## src/rtl/evt_status_pkg.sv

```systemverilog
package evt_status_pkg;
  localparam int ADDR_W = 2;
  localparam logic [ADDR_W-1:0] ADDR_STAT = 2'd0;
  localparam logic [ADDR_W-1:0] ADDR_MASK = 2'd1;
  localparam logic [ADDR_W-1:0] ADDR_RT   = 2'd2;

  typedef enum logic [1:0] {
    SEL_SNAP = 2'd0,
    SEL_MASK = 2'd1,
    SEL_RT   = 2'd2,
    SEL_NONE = 2'd3
  } rdSel_e;

  typedef struct packed {
    logic   statWr;
    logic   maskWr;
    logic   statRd;
    rdSel_e rdSel;
  } ctrlStrobes_t;
endpackage

```

## src/rtl/evt_status_ctrl.sv

```systemverilog
module evt_status_ctrl
  import evt_status_pkg::*;
(
  input  logic              wrEn,
  input  logic              rdEn,
  input  logic [ADDR_W-1:0] addr,
  output ctrlStrobes_t      strb
);
  always_comb begin
    strb.statWr = wrEn && (addr == ADDR_STAT);
    strb.maskWr = wrEn && (addr == ADDR_MASK);
    strb.statRd = rdEn && (addr == ADDR_STAT);
    unique case (addr)
      ADDR_STAT: strb.rdSel = SEL_SNAP;
      ADDR_MASK: strb.rdSel = SEL_MASK;
      ADDR_RT:   strb.rdSel = SEL_RT;
      default:   strb.rdSel = SEL_NONE;
    endcase
  end
endmodule

```

## src/rtl/evt_status_dp.sv

```systemverilog
module evt_status_dp
  import evt_status_pkg::*;
#(
  parameter int WIDTH       = 8,
  parameter int SYNC_STAGES = 2
)(
  input  logic             clk,
  input  logic             rst_n,
  input  ctrlStrobes_t     strb,
  input  logic [WIDTH-1:0] wrData,
  input  logic [WIDTH-1:0] evtIn,
  input  logic [WIDTH-1:0] rtIn,
  output logic [WIDTH-1:0] rdData,
  output logic             irqN
);
  localparam int EVT_DEPTH = SYNC_STAGES + 1;

  logic [WIDTH-1:0] evtPipe [EVT_DEPTH];
  logic [WIDTH-1:0] rtPipe  [SYNC_STAGES];
  logic [WIDTH-1:0] rise, latch, snap, mask, unread, sel;

  assign sel = strb.statWr ? wrData : '0;

  always_ff @(posedge clk) begin
    if (!rst_n) begin
      evtPipe[0] <= '0;
      rtPipe[0]  <= '0;
    end else begin
      evtPipe[0] <= evtIn;
      rtPipe[0]  <= rtIn;
    end
  end

  for (genvar k = 1; k < EVT_DEPTH; k++) begin : g_evtSync
    always_ff @(posedge clk) begin
      if (!rst_n) evtPipe[k] <= '0;
      else        evtPipe[k] <= evtPipe[k-1];
    end
  end

  for (genvar k = 1; k < SYNC_STAGES; k++) begin : g_rtSync
    always_ff @(posedge clk) begin
      if (!rst_n) rtPipe[k] <= '0;
      else        rtPipe[k] <= rtPipe[k-1];
    end
  end

  assign rise = evtPipe[SYNC_STAGES-1] & ~evtPipe[SYNC_STAGES];

  for (genvar i = 0; i < WIDTH; i++) begin : g_bit
    always_ff @(posedge clk) begin
      if (!rst_n) begin
        latch[i]  <= 1'b0;
        snap[i]   <= 1'b0;
        unread[i] <= 1'b0;
      end else begin
        latch[i] <= rise[i] | (latch[i] & ~sel[i]);
        if (sel[i]) snap[i] <= latch[i];
        if (sel[i] && latch[i]) unread[i] <= 1'b1;
        else if (strb.statRd)   unread[i] <= 1'b0;
      end
    end
  end

  always_ff @(posedge clk) begin
    if (!rst_n)           mask <= '0;
    else if (strb.maskWr) mask <= wrData;
  end

  assign irqN = ~|((latch | unread) & mask);

  always_comb begin
    unique case (strb.rdSel)
      SEL_SNAP: rdData = snap;
      SEL_MASK: rdData = mask;
      SEL_RT:   rdData = rtPipe[SYNC_STAGES-1];
      default:  rdData = '0;
    endcase
  end

  // a detected edge always leaves its latch set
  p_edge_sets_r5: assert property (@(posedge clk) disable iff (!rst_n)
    (|rise) |=> ((latch & $past(rise)) == $past(rise)));

  // selected bits with no fresh edge end up cleared
  p_sel_clears_r3: assert property (@(posedge clk) disable iff (!rst_n)
    strb.statWr |=> ((latch & $past(wrData) & ~$past(rise)) == '0));

  // unselected snapshot bits hold
  p_snap_hold_r4: assert property (@(posedge clk) disable iff (!rst_n)
    strb.statWr |=> (((snap ^ $past(snap)) & ~$past(wrData)) == '0));

  // an unmasked latched bit keeps the interrupt low
  p_irq_low_r8: assert property (@(posedge clk) disable iff (!rst_n)
    (|(latch & mask)) |-> !irqN);

  // with everything masked the interrupt stays high
  p_irq_masked_r7: assert property (@(posedge clk) disable iff (!rst_n)
    (mask == '0) |-> irqN);
endmodule

```

## src/rtl/evt_status_reg.sv

```systemverilog
module evt_status_reg
  import evt_status_pkg::*;
#(
  parameter int WIDTH       = 8,
  parameter int SYNC_STAGES = 2
)(
  input  logic              clk,
  input  logic              rst_n,
  input  logic              wrEn,
  input  logic              rdEn,
  input  logic [ADDR_W-1:0] addr,
  input  logic [WIDTH-1:0]  wrData,
  output logic [WIDTH-1:0]  rdData,
  input  logic [WIDTH-1:0]  evtIn,
  input  logic [WIDTH-1:0]  rtIn,
  output logic              irqN
);
  ctrlStrobes_t strb;

  evt_status_ctrl u_ctrl (
    .wrEn (wrEn),
    .rdEn (rdEn),
    .addr (addr),
    .strb (strb)
  );

  evt_status_dp #(.WIDTH(WIDTH), .SYNC_STAGES(SYNC_STAGES)) u_dp (
    .clk    (clk),
    .rst_n  (rst_n),
    .strb   (strb),
    .wrData (wrData),
    .evtIn  (evtIn),
    .rtIn   (rtIn),
    .rdData (rdData),
    .irqN   (irqN)
  );
endmodule

```

## config.mk

```make
export PLATFORM = sky130hd
export DESIGN_NAME = evt_status_reg
export DESIGN_NICKNAME = d
export VERILOG_FILES = /design/src/rtl/evt_status_pkg.sv /design/src/rtl/evt_status_ctrl.sv /design/src/rtl/evt_status_dp.sv /design/src/rtl/evt_status_reg.sv
export SDC_FILE = /design/constraint.sdc
export NUM_CORES = 1
export LEC_CHECK = 0
export BUFFER_PORTS_ARGS = -buffer_cell sky130_fd_sc_hd__buf_2
export CORE_MARGIN = 3
export CORE_UTILIZATION = 50
export CTS_CLUSTER_DIAMETER = 100
export CTS_CLUSTER_SIZE = 16
export DETAILED_ROUTE_END_ITERATION = 7
export PLACE_DENSITY = 0.71
export SLEW_MARGIN = 20
export SYNTH_ARGS = -nofsm -noshare
export SYNTH_HDL_FRONTEND = slang
export SYNTH_SLANG_ARGS = --single-unit
```

## constraint.sdc

```tcl
create_clock -name clk -period 0.92 [get_ports clk]
set_input_delay 0.046 -clock clk [delete_from_list [all_inputs] [get_ports clk]]
set_output_delay 0.046 -clock clk [all_outputs]
set_load 0.03 [all_outputs]
```

==> flow_summary_export.csv <==
group,metric,value,unit
outcome,status,"finished with violations",
outcome,violations,"negative setup slack",
global_routing,antenna_found_initial,0,
floorplanning,io_pins,39,
logic_synthesis,synthArstFlopShare,0,%
floorplanning,initial_utilization,52.86,%
logic_synthesis,synth_cells,251,
timing,timing.final.max_slew_violations,0,
worst_setup_path,worstSetupPathType,"reg -> out",
cts,cts_buffer_depth,2,
cts,clk_pin_slew,0.07,ns
worst_setup_path,cp.required,0.87,ns
routing,drt_first_iter_violations,129,
routing,ant_nets,0,
logic_synthesis,synth_edf_count,0,
routing,via_per_inst,4.853,
timing,setup_viol,9,
floorplanning,rows,25,
timing,max_freq,786.9,MHz
worst_setup_path,cp_cell_sequence,"o21ai_2, nand4_1, nor2_2, buf_6",
global_routing,grt_pass1_vias,2009,
worst_hold_path,hold_path.class,"in -> reg",
logic_synthesis,yosysSeqAreaShare,56.61,%
pwr,p_leak,1.544,nW
finish,multi_input_area,0.001047,mm2
logic_synthesis,netlist.top_cell.by_area,"dfxtp_1",
worst_setup_path,cp_slowest_cell,"dfxtp_2",
timing,fin_crit,1.271,ns
finish,n_fill_cell,347,
logic_synthesis,ys_types,27,
pwr,vdd.ir_drop.worst,0.001226,V
worst_setup_path,start_kind,"flip-flop",
finish,fin_nets,373,
logic_synthesis,synth_top_area_share,56.61,%
cts,htree_levels,3,
logic_synthesis,synth.net_count,281,
logic_synthesis,netlist_top_cells_count,"72 x dfxtp_1, 43 x and2_1, 36 x nand2_1, 16 x o21ai_0, 14 x mux2i_1",
logic_synthesis,yosys-top-cells-area,"dfxtp_1 57%, and2_1 11%, mux2i_1 5.5%",
flow_run,maxCapViolCount,0,
pwr,p_per_area,1818,mW/mm2
finish,fin_util,74.75,%
cts,clock_latency,0.34,ns
placed_design,io_buffers,38,
global_routing,grt_pass1_wl,9.266,mm
placed_design,finalWeightedCongestion,0.7527,
floorplanning,die_w,77.36,um
finish,regArea,0.001469,mm2
routing,route.vias.total,2014,
logic_synthesis,yosysMostFrequentCell,"dfxtp_1",
routing,wire_per_inst,13.05,um
global_routing,gr-total-overflow,0,
timing,rsz0062_at_grt,"true",
worst_setup_path,critical_path.startpoint,"u_dp.unread[3]$_SDFFE_PN0P_",
cts,cts_tree,"yes",
logic_synthesis,yosysWarnings,0,
floorplanning,core,0.004817,mm2
finish,areaGrowthSynthToFinish,41.42,%
worst_setup_path,critical_path.endpoint_type,"primary output",
timing,whs,0.07241,ns
worst_setup_path,arrival,1.22,ns
finish,layout-drive-gt1-share,37.64,%
timing,slew_headroom,75.63,%
cts,cts-root-buf,"clkbuf_8",
worst_hold_path,min_from,"rdEn",
worst_setup_path,path_delay_family,"flip-flops",
logic_synthesis,synthFlopType,"dfxtp_1",
timing,finalCritPeriodShare,138.1,%
worst_setup_path,critPathMaxStageDelay,0.32,ns
worst_setup_path,crit_buf_inv,1,
cts,cts.sinks,72,
floorplanning,dieArea,0.005985,mm2
global_routing,track_usage,20.10,%
routing,dr.pass1.iters,4,
timing,timing.final.ws_setup,-0.3508,ns
routing,drt_drc_violations_left,0,
cts,tritoncts.num_buffers,9,
worst_setup_path,r2r_start,"u_dp.evtPipe[1][6]$_SDFF_PN0_",
timing,fin_skew,0.007843,ns
logic_synthesis,syn-cell-area,0.002546,mm2
timing,hold_viol,0,
placed_design,hpwlAfterDp,3.609,mm
floorplanning,die_h,77.36,um
finish,n_antenna_cell,0,
timing,tightest_slew,0.3635,ns
routing,drt-total-wl,5.415,mm
logic_synthesis,ys_ff_latch,72,
worst_setup_path,cp_max_fo,2,
global_routing,grt_max_degree,20,
logic_synthesis,avgSynthCellArea,10.14,um2
cell type report:
cell class | instances | share of cell area (%)
Inverter | 6 | 0.6254
Tap cell | 67 | 2.328
Timing Repair Buffer | 95 | 21.02
Sequential cell | 72 | 40.79
Clock inverter | 5 | 2.224
Multi-Input combinational cell | 159 | 29.08
Clock buffer | 11 | 3.926
layer usage:
layer	vias to the layer above	GRT usage, %	wire length [um]	share of wire [%]
met1	929	25.67	2550	47
met4	0	8.897	73	1.3
met5	-	0	0	0
li1	1038	-	-	-
met3	5	6.497	220	4.1
met2	42	31.09	2570	47
worst paths after layout:
| check | end | slack (ns) | cells after the start |
|---|---|---|---|
| max | irqN | -0.35 | 4 |
| min | u_dp.unread[3]$_SDFFE_PN0P_ | 0.07 | 3 |
| max reg2reg | u_dp.latch[6]$_SDFF_PN0_ | 0.11 | 2 |
| min reg2reg | u_dp.evtPipe[1][7]$_SDFF_PN0_ | 0.43 | 1 |
per-stage QoR:
step / instance area (um2) / instances / power (mW) / setup TNS (ns) / setup WS [ns]
finish: 3601 / 415 / 6.547 / -1.686 / -0.3508
global route: 3601 / 415 / 6.832 / -2.308 / -0.4357
CTS: 3576 / 415 / 6.607 / -1.904 / -0.3696
detailed placement: 2977 / 372 / 3.790 / -1.673 / -0.1405
global placement: 2977 / 372 / 3.779 / -1.447 / -0.1475
floorplan: 2552 / 251 / 3.580 / -0.02987 / -0.007468
sequential cells by signal (all words and copies together), names as in the netlist:
register and flops:
u_dp.evtPipe 24, u_dp.rtPipe 16, u_dp.latch 8, u_dp.mask 8
u_dp.snap 8, u_dp.unread 8
kinds of logic (layout without fill, tap and decap cells):
family / count (synthesis) / count (layout) / synth area share (%)
and+or+nand+nor: 96 / 96 / 20.20
DFF: 72 / 72 / 56.61
muxes: 14 / 14 / 5.504
buffers and inverters: 20 / 117 / 4.176
AOI/OAI and AO/OA: 49 / 49 / 13.51
placed cells by master, fill, tap and decap left out, types with 2 or more instances in the layout:
cell / count
dfxtp_1: 50
and2_1: 43
nand2_1: 31
buf_2: 29
buf_4: 29
dlygate4sd3_1: 25
dfxtp_2: 22
mux2i_1: 14
buf_6: 11
clkbuf_8: 10
o21ai_2: 9
nand3_1: 8
a21boi_0: 8
o21ai_1: 7
a31o_2: 7
inv_1: 6
a21oi_1: 6
nand2_2: 5
o2bb2ai_1: 5
a32o_1: 3
nand4_1: 2
and3b_1: 2
clkinvlp_4: 2
bufinv_16: 2
power by group:
part	switching, mW	total [mW]	internal, mW
sequential	0.0452	3.28	3.23
combinational	0.255	0.570	0.314
clock	1.11	2.70	1.60
total	1.41	6.55	5.14
worst reg2reg max path, delay by kind of cell, from the launching register on:
kind,cells,cell delay [ns]
simple gates,1,0.20
compound gates,1,0.21
flops,1,0.31
timing repair:
item	CTS	global route
gates resized for setup	52	12
endpoints found under the setup margin	9	9
hold buffers	25	0
gates cloned	0	0
hold endpoints to repair	26	0
buffers inserted	2	0
pin swaps	6	5
Power figures use the tool's default switching activity.
